===== src/rtl/csd_pkg.sv =====
package csd_pkg;
    localparam int BYTE_W      = 8;
    localparam int CTRL_EN_BIT = 3;
    localparam int CTRL_IO_BIT = 4;

    typedef struct packed {
        logic [BYTE_W-1:0] ctrl;
        logic [BYTE_W-1:0] lo;
        logic [BYTE_W-1:0] hi;
    } cs_cfg_t;

    typedef enum logic [1:0] {
        REG_CTRL = 2'd0,
        REG_LO   = 2'd1,
        REG_HI   = 2'd2,
        REG_NONE = 2'd3
    } cs_reg_e;
endpackage


===== src/rtl/csd_regfile.sv =====
module csd_regfile
    import csd_pkg::*;
#(
    parameter int NUM_CS = 4,
    parameter int IDX_W  = (NUM_CS > 1) ? $clog2(NUM_CS) : 1
) (
    input  logic                   clk,
    input  logic                   rst_n,
    input  logic                   wr_en,
    input  logic [IDX_W-1:0]       wr_idx,
    input  logic [1:0]             wr_reg,
    input  logic [BYTE_W-1:0]      wr_data,
    input  logic [IDX_W-1:0]       rd_idx,
    input  logic [1:0]             rd_reg,
    output logic [BYTE_W-1:0]      rd_data,
    output cs_cfg_t [NUM_CS-1:0]   cfg_o
);
    typedef struct packed {
        cs_cfg_t [NUM_CS-1:0] cfg;
    } state_t;

    state_t st_d, st_q;

    always_comb begin
        st_d = st_q;
        if (wr_en && (int'(wr_idx) < NUM_CS)) begin
            case (cs_reg_e'(wr_reg))
                REG_CTRL: st_d.cfg[wr_idx].ctrl = wr_data;
                REG_LO:   st_d.cfg[wr_idx].lo   = wr_data;
                REG_HI:   st_d.cfg[wr_idx].hi   = wr_data;
                default:  ;
            endcase
        end
    end

    always_ff @(posedge clk or negedge rst_n) begin
        if (!rst_n) st_q <= '0;
        else        st_q <= st_d;
    end

    always_comb begin
        rd_data = '0;
        if (int'(rd_idx) < NUM_CS) begin
            case (cs_reg_e'(rd_reg))
                REG_CTRL: rd_data = st_q.cfg[rd_idx].ctrl;
                REG_LO:   rd_data = st_q.cfg[rd_idx].lo;
                REG_HI:   rd_data = st_q.cfg[rd_idx].hi;
                default:  rd_data = '0;
            endcase
        end
    end

    assign cfg_o = st_q.cfg;

    // without a write strobe the configuration holds
    p_hold_r2: assert property (@(posedge clk) disable iff (!rst_n)
        !wr_en |=> $stable(cfg_o));

    // a control write lands in the addressed select
    p_write_ctrl_r2: assert property (@(posedge clk) disable iff (!rst_n)
        (wr_en && wr_reg == REG_CTRL && int'(wr_idx) < NUM_CS)
        |=> cfg_o[$past(wr_idx)].ctrl == $past(wr_data));
endmodule


===== src/rtl/csd_match.sv =====
module csd_match
    import csd_pkg::*;
#(
    parameter int ADDR_W      = 24,
    parameter int IO_PAGE_LSB = 8,
    localparam int BANK_LSB   = ADDR_W - BYTE_W
) (
    input  logic              clk,
    input  logic              rst_n,
    input  cs_cfg_t           cfg,
    input  logic [ADDR_W-1:0] addr,
    input  logic              mem_req,
    input  logic              io_req,
    input  logic              int_hit,
    output logic              hit
);
    logic [BYTE_W-1:0] bank, page;
    logic              en, io_mode, mem_hit, io_hit;

    assign bank    = addr[BANK_LSB +: BYTE_W];
    assign page    = addr[IO_PAGE_LSB +: BYTE_W];
    assign en      = cfg.ctrl[CTRL_EN_BIT];
    assign io_mode = cfg.ctrl[CTRL_IO_BIT];

    always_comb begin
        mem_hit = mem_req && !int_hit && (bank >= cfg.lo) && (bank <= cfg.hi);
        io_hit  = io_req && (page == cfg.lo);
        hit     = en && (io_mode ? io_hit : mem_hit);
    end

    // only an enabled select can match
    p_enable_r3: assert property (@(posedge clk) disable iff (!rst_n)
        hit |-> cfg.ctrl[CTRL_EN_BIT]);

    // internal memories suppress memory-mode matches
    p_override_r7: assert property (@(posedge clk) disable iff (!rst_n)
        (hit && !cfg.ctrl[CTRL_IO_BIT]) |-> (!int_hit && mem_req));

    // an I/O-mode match needs the I/O strobe
    p_io_strobe_r6: assert property (@(posedge clk) disable iff (!rst_n)
        (hit && cfg.ctrl[CTRL_IO_BIT]) |-> io_req);
endmodule


===== src/rtl/csd_prio.sv =====
module csd_prio #(
    parameter int NUM_CS = 4,
    parameter int WAIT_W = 3
) (
    input  logic                           clk,
    input  logic                           rst_n,
    input  logic [NUM_CS-1:0]              hit,
    input  logic [NUM_CS-1:0][WAIT_W-1:0]  wait_fld,
    output logic [NUM_CS-1:0]              cs_n,
    output logic [WAIT_W-1:0]              wait_cnt
);
    logic [NUM_CS-1:0] grant;

    always_comb begin
        grant    = '0;
        wait_cnt = '0;
        for (int i = NUM_CS - 1; i >= 0; i--) begin
            if (hit[i]) begin
                grant    = '0;
                grant[i] = 1'b1;
                wait_cnt = wait_fld[i];
            end
        end
        cs_n = ~grant;
    end

    // never more than one select low
    p_onehot_r10: assert property (@(posedge clk) disable iff (!rst_n)
        $onehot0(~cs_n));

    // no lower-numbered select was matching when one is granted
    p_lowest_r8: assert property (@(posedge clk) disable iff (!rst_n)
        (cs_n != '1) |-> ((((~cs_n) - 1'b1) & hit) == '0));

    // idle bus reports zero wait states
    p_idle_wait_r9: assert property (@(posedge clk) disable iff (!rst_n)
        (&cs_n) |-> (wait_cnt == '0));

    // any match yields a low select
    p_grant_r8: assert property (@(posedge clk) disable iff (!rst_n)
        (|hit) |-> (cs_n != '1));
endmodule


===== src/rtl/chip_sel_decoder.sv =====
module chip_sel_decoder
    import csd_pkg::*;
#(
    parameter int NUM_CS = 4,
    parameter int ADDR_W = 24,
    parameter int WAIT_W = 3,
    localparam int IDX_W = (NUM_CS > 1) ? $clog2(NUM_CS) : 1
) (
    input  logic              clk,
    input  logic              rst_n,
    input  logic [ADDR_W-1:0] addr,
    input  logic              mem_req,
    input  logic              io_req,
    input  logic              ram_hit,
    input  logic              flash_hit,
    input  logic              wr_en,
    input  logic [IDX_W-1:0]  wr_idx,
    input  logic [1:0]        wr_reg,
    input  logic [7:0]        wr_data,
    input  logic [IDX_W-1:0]  rd_idx,
    input  logic [1:0]        rd_reg,
    output logic [7:0]        rd_data,
    output logic [NUM_CS-1:0] cs_n,
    output logic [WAIT_W-1:0] wait_cnt
);
    cs_cfg_t [NUM_CS-1:0]             cfg;
    logic    [NUM_CS-1:0]             hit;
    logic    [NUM_CS-1:0][WAIT_W-1:0] wait_fld;
    logic                             int_hit;

    assign int_hit = ram_hit || flash_hit;

    csd_regfile #(.NUM_CS(NUM_CS), .IDX_W(IDX_W)) u_regs (
        .clk(clk), .rst_n(rst_n),
        .wr_en(wr_en), .wr_idx(wr_idx), .wr_reg(wr_reg), .wr_data(wr_data),
        .rd_idx(rd_idx), .rd_reg(rd_reg), .rd_data(rd_data),
        .cfg_o(cfg)
    );

    for (genvar g = 0; g < NUM_CS; g++) begin : g_sel
        csd_match #(.ADDR_W(ADDR_W)) u_match (
            .clk(clk), .rst_n(rst_n), .cfg(cfg[g]), .addr(addr),
            .mem_req(mem_req), .io_req(io_req), .int_hit(int_hit),
            .hit(hit[g])
        );
        assign wait_fld[g] = cfg[g].ctrl[WAIT_W-1:0];
    end

    csd_prio #(.NUM_CS(NUM_CS), .WAIT_W(WAIT_W)) u_prio (
        .clk(clk), .rst_n(rst_n), .hit(hit), .wait_fld(wait_fld),
        .cs_n(cs_n), .wait_cnt(wait_cnt)
    );

    // an internal hit with no I/O strobe leaves every line high
    p_int_quiet_r7: assert property (@(posedge clk) disable iff (!rst_n)
        (int_hit && !io_req) |-> (&cs_n));

    // with no strobe at all nothing is selected
    p_no_strobe_r4: assert property (@(posedge clk) disable iff (!rst_n)
        (!mem_req && !io_req) |-> (&cs_n));
endmodule


===== config.mk =====
export PLATFORM = sky130hd
export DESIGN_NAME = chip_sel_decoder
export DESIGN_NICKNAME = d
export VERILOG_FILES = /design/src/rtl/csd_pkg.sv /design/src/rtl/csd_regfile.sv /design/src/rtl/csd_match.sv /design/src/rtl/csd_prio.sv /design/src/rtl/chip_sel_decoder.sv
export SDC_FILE = /design/constraint.sdc
export NUM_CORES = 1
export LEC_CHECK = 0
export ABC_AREA = 1
export BUFFER_PORTS_ARGS = -buffer_cell sky130_fd_sc_hd__buf_2
export CAP_MARGIN = 20
export CORE_MARGIN = 10
export CORE_UTILIZATION = 60
export DETAILED_ROUTE_END_ITERATION = 8
export PLACE_DENSITY = 0.79
export SYNTH_ARGS = -nofsm -noshare
export SYNTH_HDL_FRONTEND = slang
export SYNTH_SLANG_ARGS = --single-unit

===== constraint.sdc =====
create_clock -name clk -period 4.2 [get_ports clk]
set_clock_uncertainty 0.05 [all_clocks]
set_input_delay 0.42 -clock clk [delete_from_list [all_inputs] [get_ports clk]]
set_output_delay 0.42 -clock clk [all_outputs]
set_load 0.01 [all_outputs]

==> impl_metrics.toml, run 1 <==
[critical_path]
cp_cell_sequence = "inv_1 > ha_1 > a21oi_1 > nor2_1 > nor3_1 > nand3_1 > nand3_1 > nand2_1 > nand2_1 > nand2_1 > a21oi_1 > buf_2"
path_max_fanout = 5
crit_path_top_delay_cell = "dfrtp_1"
cp-start-kind = "register"
arrival_ps = 2640
path_delay_family = "simple AND/OR/NAND/NOR gates"
required_ps = 3730
cpMostUsedCell = "nand2_1"
end_kind = "output pin"
max_stage_delay_ps = 380
critPathKind = "register to output pin"
worst-path-buf-inv = 2

[floorplan]
num_rows = 38
initial_core_util = 0.616
io_pins = 62
fp.dieW_um = 126
fp.coreArea_um2 = 10900
die_height_um = 126
die_area_um2 = 15900

[synth]
synth_adder_area_share = 0.124
postSynthCellCount = 872
synth_top_family_by_area = "compound AO/OA/AOI/OAI gates"
ys_ff_latch = 96
syn_avg_cell_area_um2 = 7.72
yosysWarnings = 0
synthTopCellsByCount = "163 x nand2_1, 152 x inv_1, 102 x o22ai_1"
syn_nets = 986
synth_edf_count = 0
synth_xor_xnor_area_share = 0.0130
netlist.area_leader.share = 0.357
yosys.area.top_type = "dfrtp_1"
synth-compound-area-share = 0.255
synth_area_leaders = "dfrtp_1 36%, ha_1 12%, o22ai_1 9.5%"
syn_area_um2 = 6730
synth_cell_types = 32
synthMuxAreaShare = 0
seq_area_frac_synth = 0.357
synth_most_common_cell = "nand2_1"
ys.flop_type = "dfrtp_1"
yosys.area_share.simple = 0.149
synth-async-reset-ratio = 1.00

[placed_design]
portBuffers = 53
hpwl_um = 17000
gp_congestion = 1.02
placed_area_um2 = 7100

[sta]
finalSetupTns_ps = 0
final-hold-violation-count = 0
worst_pin_slew_ps = 1100
max_freq_ghz = 0.322
drv_slew = 0
setup_viol = 0
slew_headroom = 0.264
fin_crit_ps = 3110
period_share = 0.739
rsz0062_at_grt = "no"

[route]
drc = 0
route.vias.total = 6846
drtIter0Drc = 887
drt_pass1_iterations = 6
wl_per_cell_um = 21.8
vias_per_cell = 6.45
wirelength_um = 23100
ant_nets = 0

[pwr]
powerDensity_nw_per_um2 = 341
vdd_drop_max_mv = 0.185
p_leak_nw = 3.56

[cts]
clock_latency_ps = 360
cts_buffers = 9
cts_hold_buf = 0
h-tree-depth = 3
clock-sinks = 96
cts.repair.resized = 0
cts_tree = "yes"
ctsRootBufferMaster = "clkbuf_16"
postCtsSetupBuffers = 0
clk_pin_slew_worst_paths_ps = 60
cts_buffer_depth = 2

[status]
outcome = "complete, no violations"

[grt]
antenna_found_initial = 0
grt_pass1_vias = 6598
overflow = 0
grt_max_degree = 71
track_usage = 0.281
grt_pass1_wl_um = 35600

[finish]
design_area_um2 = 7450
final_core_utilization = 0.681
layout-drive-gt1-share = 0.105
areaGrowthSynthToFinish_pct = 10.6
diodes = 0
final_nets = 1032

[run]
maxCapViolCount = 0

[min_path]
hold_class = "input port to async pin"
==> worst paths after layout <==
path / start / to / slack [ps] / cells after the start
min in group clk: wr_data[0] / register / 390 / 3
max in group asynchronous: rst_n / async pin / 3010 / 2
min: rst_n / async pin / 160 / 1
max reg2reg: register / register / 3320 / 2
max: register / wait_cnt[2] / 1090 / 12
min reg2reg: register / register / 490 / 2
==> cell type report <==
| class | instances | area (um^2) |
|---|---|---|
| multi-input combinational | 596 | 3640 |
| clock buffer | 10 | 229 |
| sequential | 96 | 2400 |
| timing repair buffer | 59 | 353 |
| clock inverter | 5 | 58.8 |
| inverter | 156 | 586 |
| tap | 140 | 175 |
| fill | 925 | 3490 |
==> worst register-to-register path, cell delays in order, from the launching register on <==
cell	delay, ps
dfrtp_1	410
inv_1	160
o22ai_1	120
==> cell usage in the layout, fill, tap and decap left out, types with 3 or more instances in the layout <==
cell type	count
xnor2_1	4
nor2_1	37
o211ai_1	3
nor3_1	5
buf_4	5
a21oi_2	3
ha_1	67
a221o_1	8
clkbuf_16	9
o21ai_0	56
o21a_1	4
inv_1	152
nand4_1	8
o22ai_1	102
dfrtp_1	96
nand2_1	163
nor2_2	4
a21oi_4	8
inv_2	3
a21boi_0	8
xor2_1	6
buf_2	52
nand3_1	23
a21oi_1	76
a211oi_2	3
==> metrics by stage <==
stage / setup slack (ps) / total power, mW / cells / hold WS (ps)
2_1_floorplan: 1960 / 1.47 / 872 / 74.4
3_3_place_gp: 1310 / 1.67 / 1045 / 458
3_5_place_dp: 1290 / 1.70 / 1045 / 467
4_1_cts: 1160 / 2.52 / 1060 / 187
5_1_grt: 947 / 2.65 / 1062 / 227
6_report: 1090 / 2.54 / 1062 / 162
==> cell families after synthesis <==
logic type,after synthesis
compound gates,275
buf+inv,180
xor+xnor,10
fa+ha+maj,67
simple gates,244
flops,96
==> per-layer routing <==
| layer | vias up | GRT usage | routed length [um] |
|---|---|---|---|
| met5 | - | 0 | 0 |
| met2 | 485 | 0.434 | 10200 |
| met4 | 0 | 0.161 | 1190 |
| met1 | 3205 | 0.358 | 8860 |
| li1 | 3067 | - | - |
| met3 | 89 | 0.0596 | 2860 |
==> where the power goes <==
group          leakage (nW)  switching [mW]  internal (mW)
Sequential             1.31          0.0522           1.01
Combinational          2.11           0.428          0.222
Clock                 0.135           0.375          0.459
Total                  3.56           0.856           1.69
Power figures use the tool's default switching activity.
==> run 2: changes to the inputs <==
--- a/config.mk
+++ b/config.mk
@@ -5,13 +5,13 @@
 export SDC_FILE = /design/constraint.sdc
 export NUM_CORES = 1
 export LEC_CHECK = 0
-export ABC_AREA = 1
+export ABC_AREA = 0
 export BUFFER_PORTS_ARGS = -buffer_cell sky130_fd_sc_hd__buf_2
 export CAP_MARGIN = 20
 export CORE_MARGIN = 10
 export CORE_UTILIZATION = 60
 export DETAILED_ROUTE_END_ITERATION = 8
-export PLACE_DENSITY = 0.79
+export PLACE_DENSITY = 0.8
 export SYNTH_ARGS = -nofsm -noshare
 export SYNTH_HDL_FRONTEND = slang
 export SYNTH_SLANG_ARGS = --single-unit
==> constraint.sdc (replaced) <==
create_clock -name clk -period 3.1 [get_ports clk]
set_clock_uncertainty 0.05 [all_clocks]
set_input_delay 0.31 -clock clk [delete_from_list [all_inputs] [get_ports clk]]
set_output_delay 0.31 -clock clk [all_outputs]
set_load 0.01 [all_outputs]
==> run 2 against run 1 <==
Effect of this change:
- critical path depth fell by 3
- non-clock buffer count rose by 24
- first-iteration DRC count is 33% lower
- clock-buffer cell count down 1
- global-route usage down 1.0 points
==> impl_metrics.toml, run 2 <==
[status]
outcome = "complete, no violations"

[synth]
synth_edf_count = 0
synth_adder_area_share = 0.129
synthTopCellsByCount = "96 x a22o_1, 96 x dfrtp_1, 68 x inv_1"
synth_cell_types = 44
synth_area_leaders = "dfrtp_1 37%, a22o_1 13%, ha_1 13%"
postSynthCellCount = 610
syn_nets = 724
syn_avg_cell_area_um2 = 10.6
ys_ff_latch = 96
synthMuxAreaShare = 0.100
synth-async-reset-ratio = 1.00
synth_top_family_by_area = "compound AO/OA/AOI/OAI gates"
synth-compound-area-share = 0.213
ys.flop_type = "dfrtp_1"
yosys.area.top_type = "dfrtp_1"
seq_area_frac_synth = 0.371
yosysWarnings = 0
synth_xor_xnor_area_share = 0.0432
syn_area_um2 = 6480
netlist.area_leader.share = 0.371
yosys.area_share.simple = 0.0886

[placed_design]
gp_congestion = 1.01
pre_cts_slack_ps = 190
portBuffers = 53
placed_area_um2 = 6880
placedCellCount = 783
hpwl_um = 15000

[floorplan]
die_height_um = 124
fp.coreArea_um2 = 10400
num_rows = 37
die_area_um2 = 15400
fp.dieW_um = 124
initial_core_util = 0.622
io_pins = 62

[finish]
areaGrowthSynthToFinish_pct = 14.3
diodes = 0
mostFrequentLayoutCells = "96 x a22o_1, 90 x dfrtp_1, 68 x inv_1"
multi_input_area_um2 = 3890
final_core_utilization = 0.711
final_nets = 794
layout-drive-gt1-share = 0.234
final_cells = 820
fillers = 794
layout.cells.most_common = "a22o_1"
ff_latch_area_um2 = 2410
design_area_um2 = 7410

[pwr]
p_comb_frac = 0.246
sw_frac_of_total = 0.322
switching_power_uw = 978
vdd_drop_max_mv = 0.333
powerDensity_nw_per_um2 = 410
clock_power_share = 0.274
p_leak_nw = 3.23
p_seq_frac = 0.480
cell_internal_pwr_mw = 2.06

[route]
drtIter0Drc = 590
wl_met3_um = 2090
route.vias.total = 5571
drc = 0
wl_met2_um = 9580
ant_nets = 0
met1Wirelength_um = 8020
wl_per_cell_um = 25.2
vias_per_cell = 6.79
drt_pass1_iterations = 5
wirelength_um = 20700
top_layer = "met4"

[critical_path]
path_delay_family = "compound AO/OA/AOI/OAI gates"
cp_cell_sequence = "ha_1 > nor3b_1 > o21ai_0 > a21oi_1 > nand2b_1 > a21oi_2 > mux2i_1 > o22ai_2 > buf_2"
critPathKind = "register to output pin"
crit_path_top_delay_cell = "dfrtp_1"
worst-path-buf-inv = 1
path_max_fanout = 4
arrival_ps = 2700
end_kind = "output pin"
required_ps = 2740
cp-start-kind = "register"
max_stage_delay_ps = 470

[sta]
final-hold-violation-count = 0
max_freq_ghz = 0.327
worst_pin_slew_ps = 970
setup_ws_ps = 38.2
fin_crit_ps = 3060
period_share = 0.988
drv_slew = 0
setup_viol = 0
slew_headroom = 0.351
finalSetupTns_ps = 0

[run]
maxCapViolCount = 0

[cts]
clock_latency_ps = 380
cts_buffer_depth = 2
ctsRootBufferMaster = "clkbuf_8"
clk_pin_slew_worst_paths_ps = 100
h-tree-depth = 3
clock-sinks = 96
cts_buffers = 9
cts_tree = "yes"

[grt]
overflow = 0
grt_pass1_wl_um = 31500
grt_max_degree = 44
antenna_found_initial = 0
grt_pass1_vias = 5664
track_usage = 0.271

[min_path]
hold_class = "input port to register"
min_from = "wr_data[6]"
[run 2: cell types whose count changed in the layout (fill, tap and decap cells not counted), moves of 25 or more]
cell	delta
o22ai_1	-94
a21oi_1	-54
nand2_1	-130
inv_1	-84
o21ai_0	-47
xnor2_1	+26
a22o_1	+96
buf_4	+25
[run 2: routing by layer]
metal / up-vias / GRT usage
met5: - / 0
met4: 0 / 0.130
met3: 77 / 0.0751
met2: 323 / 0.420
met1: 2754 / 0.345
li1: 2417 / -
[run 2: through the flow]
step | total power [mW] | hold WS, ps
2_1_floorplan | 1.89 | -35.6
3_3_place_gp | 2.11 | 266
3_5_place_dp | 2.15 | 271
4_1_cts | 2.98 | 301
5_1_grt | 3.16 | 311
6_report | 3.03 | 317
[run 2: logic make-up (layout without fill, tap and decap cells)]
kind of cell	count (synthesis)	in the layout
adders and majority gates	67	67
xor gates and xnor gates	32	32
and+or+nand+nor	112	112
DFF	96	96
muxes	35	35
buffers and inverters	92	166
AOI/OAI and AO/OA	176	176
[run 2: worst paths after layout]
kind	endpoint	slack [ps]	cells after the start
max in group asynchronous	async pin	1800	3
min in group asynchronous	async pin	390	2
worst max-delay path	wait_cnt[0]	40	9
worst min register to register	register	470	1
worst max register to register	register	2100	3
worst min-delay path	register	320	2
[run 2: timing repair]
| item | 4_1_cts | 5_1_grt |
|---|---|---|
| gates resized for setup | 9 | 26 |
| endpoints found under the hold margin | 41 | 0 |
| buffers inserted | 4 | 17 |
| hold buffers | 1 | 0 |
| setup endpoints to repair | 5 | 5 |
| pin swaps | 3 | 15 |
[run 2: area by class of cell]
type / count / area share
clock inverters: 6 / 0.00912
multi-input cells: 422 / 0.525
clock buffers: 9 / 0.0167
inverters: 68 / 0.0345
flip-flops and latches: 96 / 0.325
repair buffers: 83 / 0.0669
well taps: 136 / 0.0230
[run 2: power groups by stage]
stage | clock network, mW | registers, mW | logic [mW]
global placement | 0 | 1.47 | 0.641
finish | 0.831 | 1.46 | 0.747
detailed placement | 0 | 1.48 | 0.672
CTS | 0.837 | 1.45 | 0.690
floorplan | 0 | 1.43 | 0.457
global route | 0.891 | 1.46 | 0.809
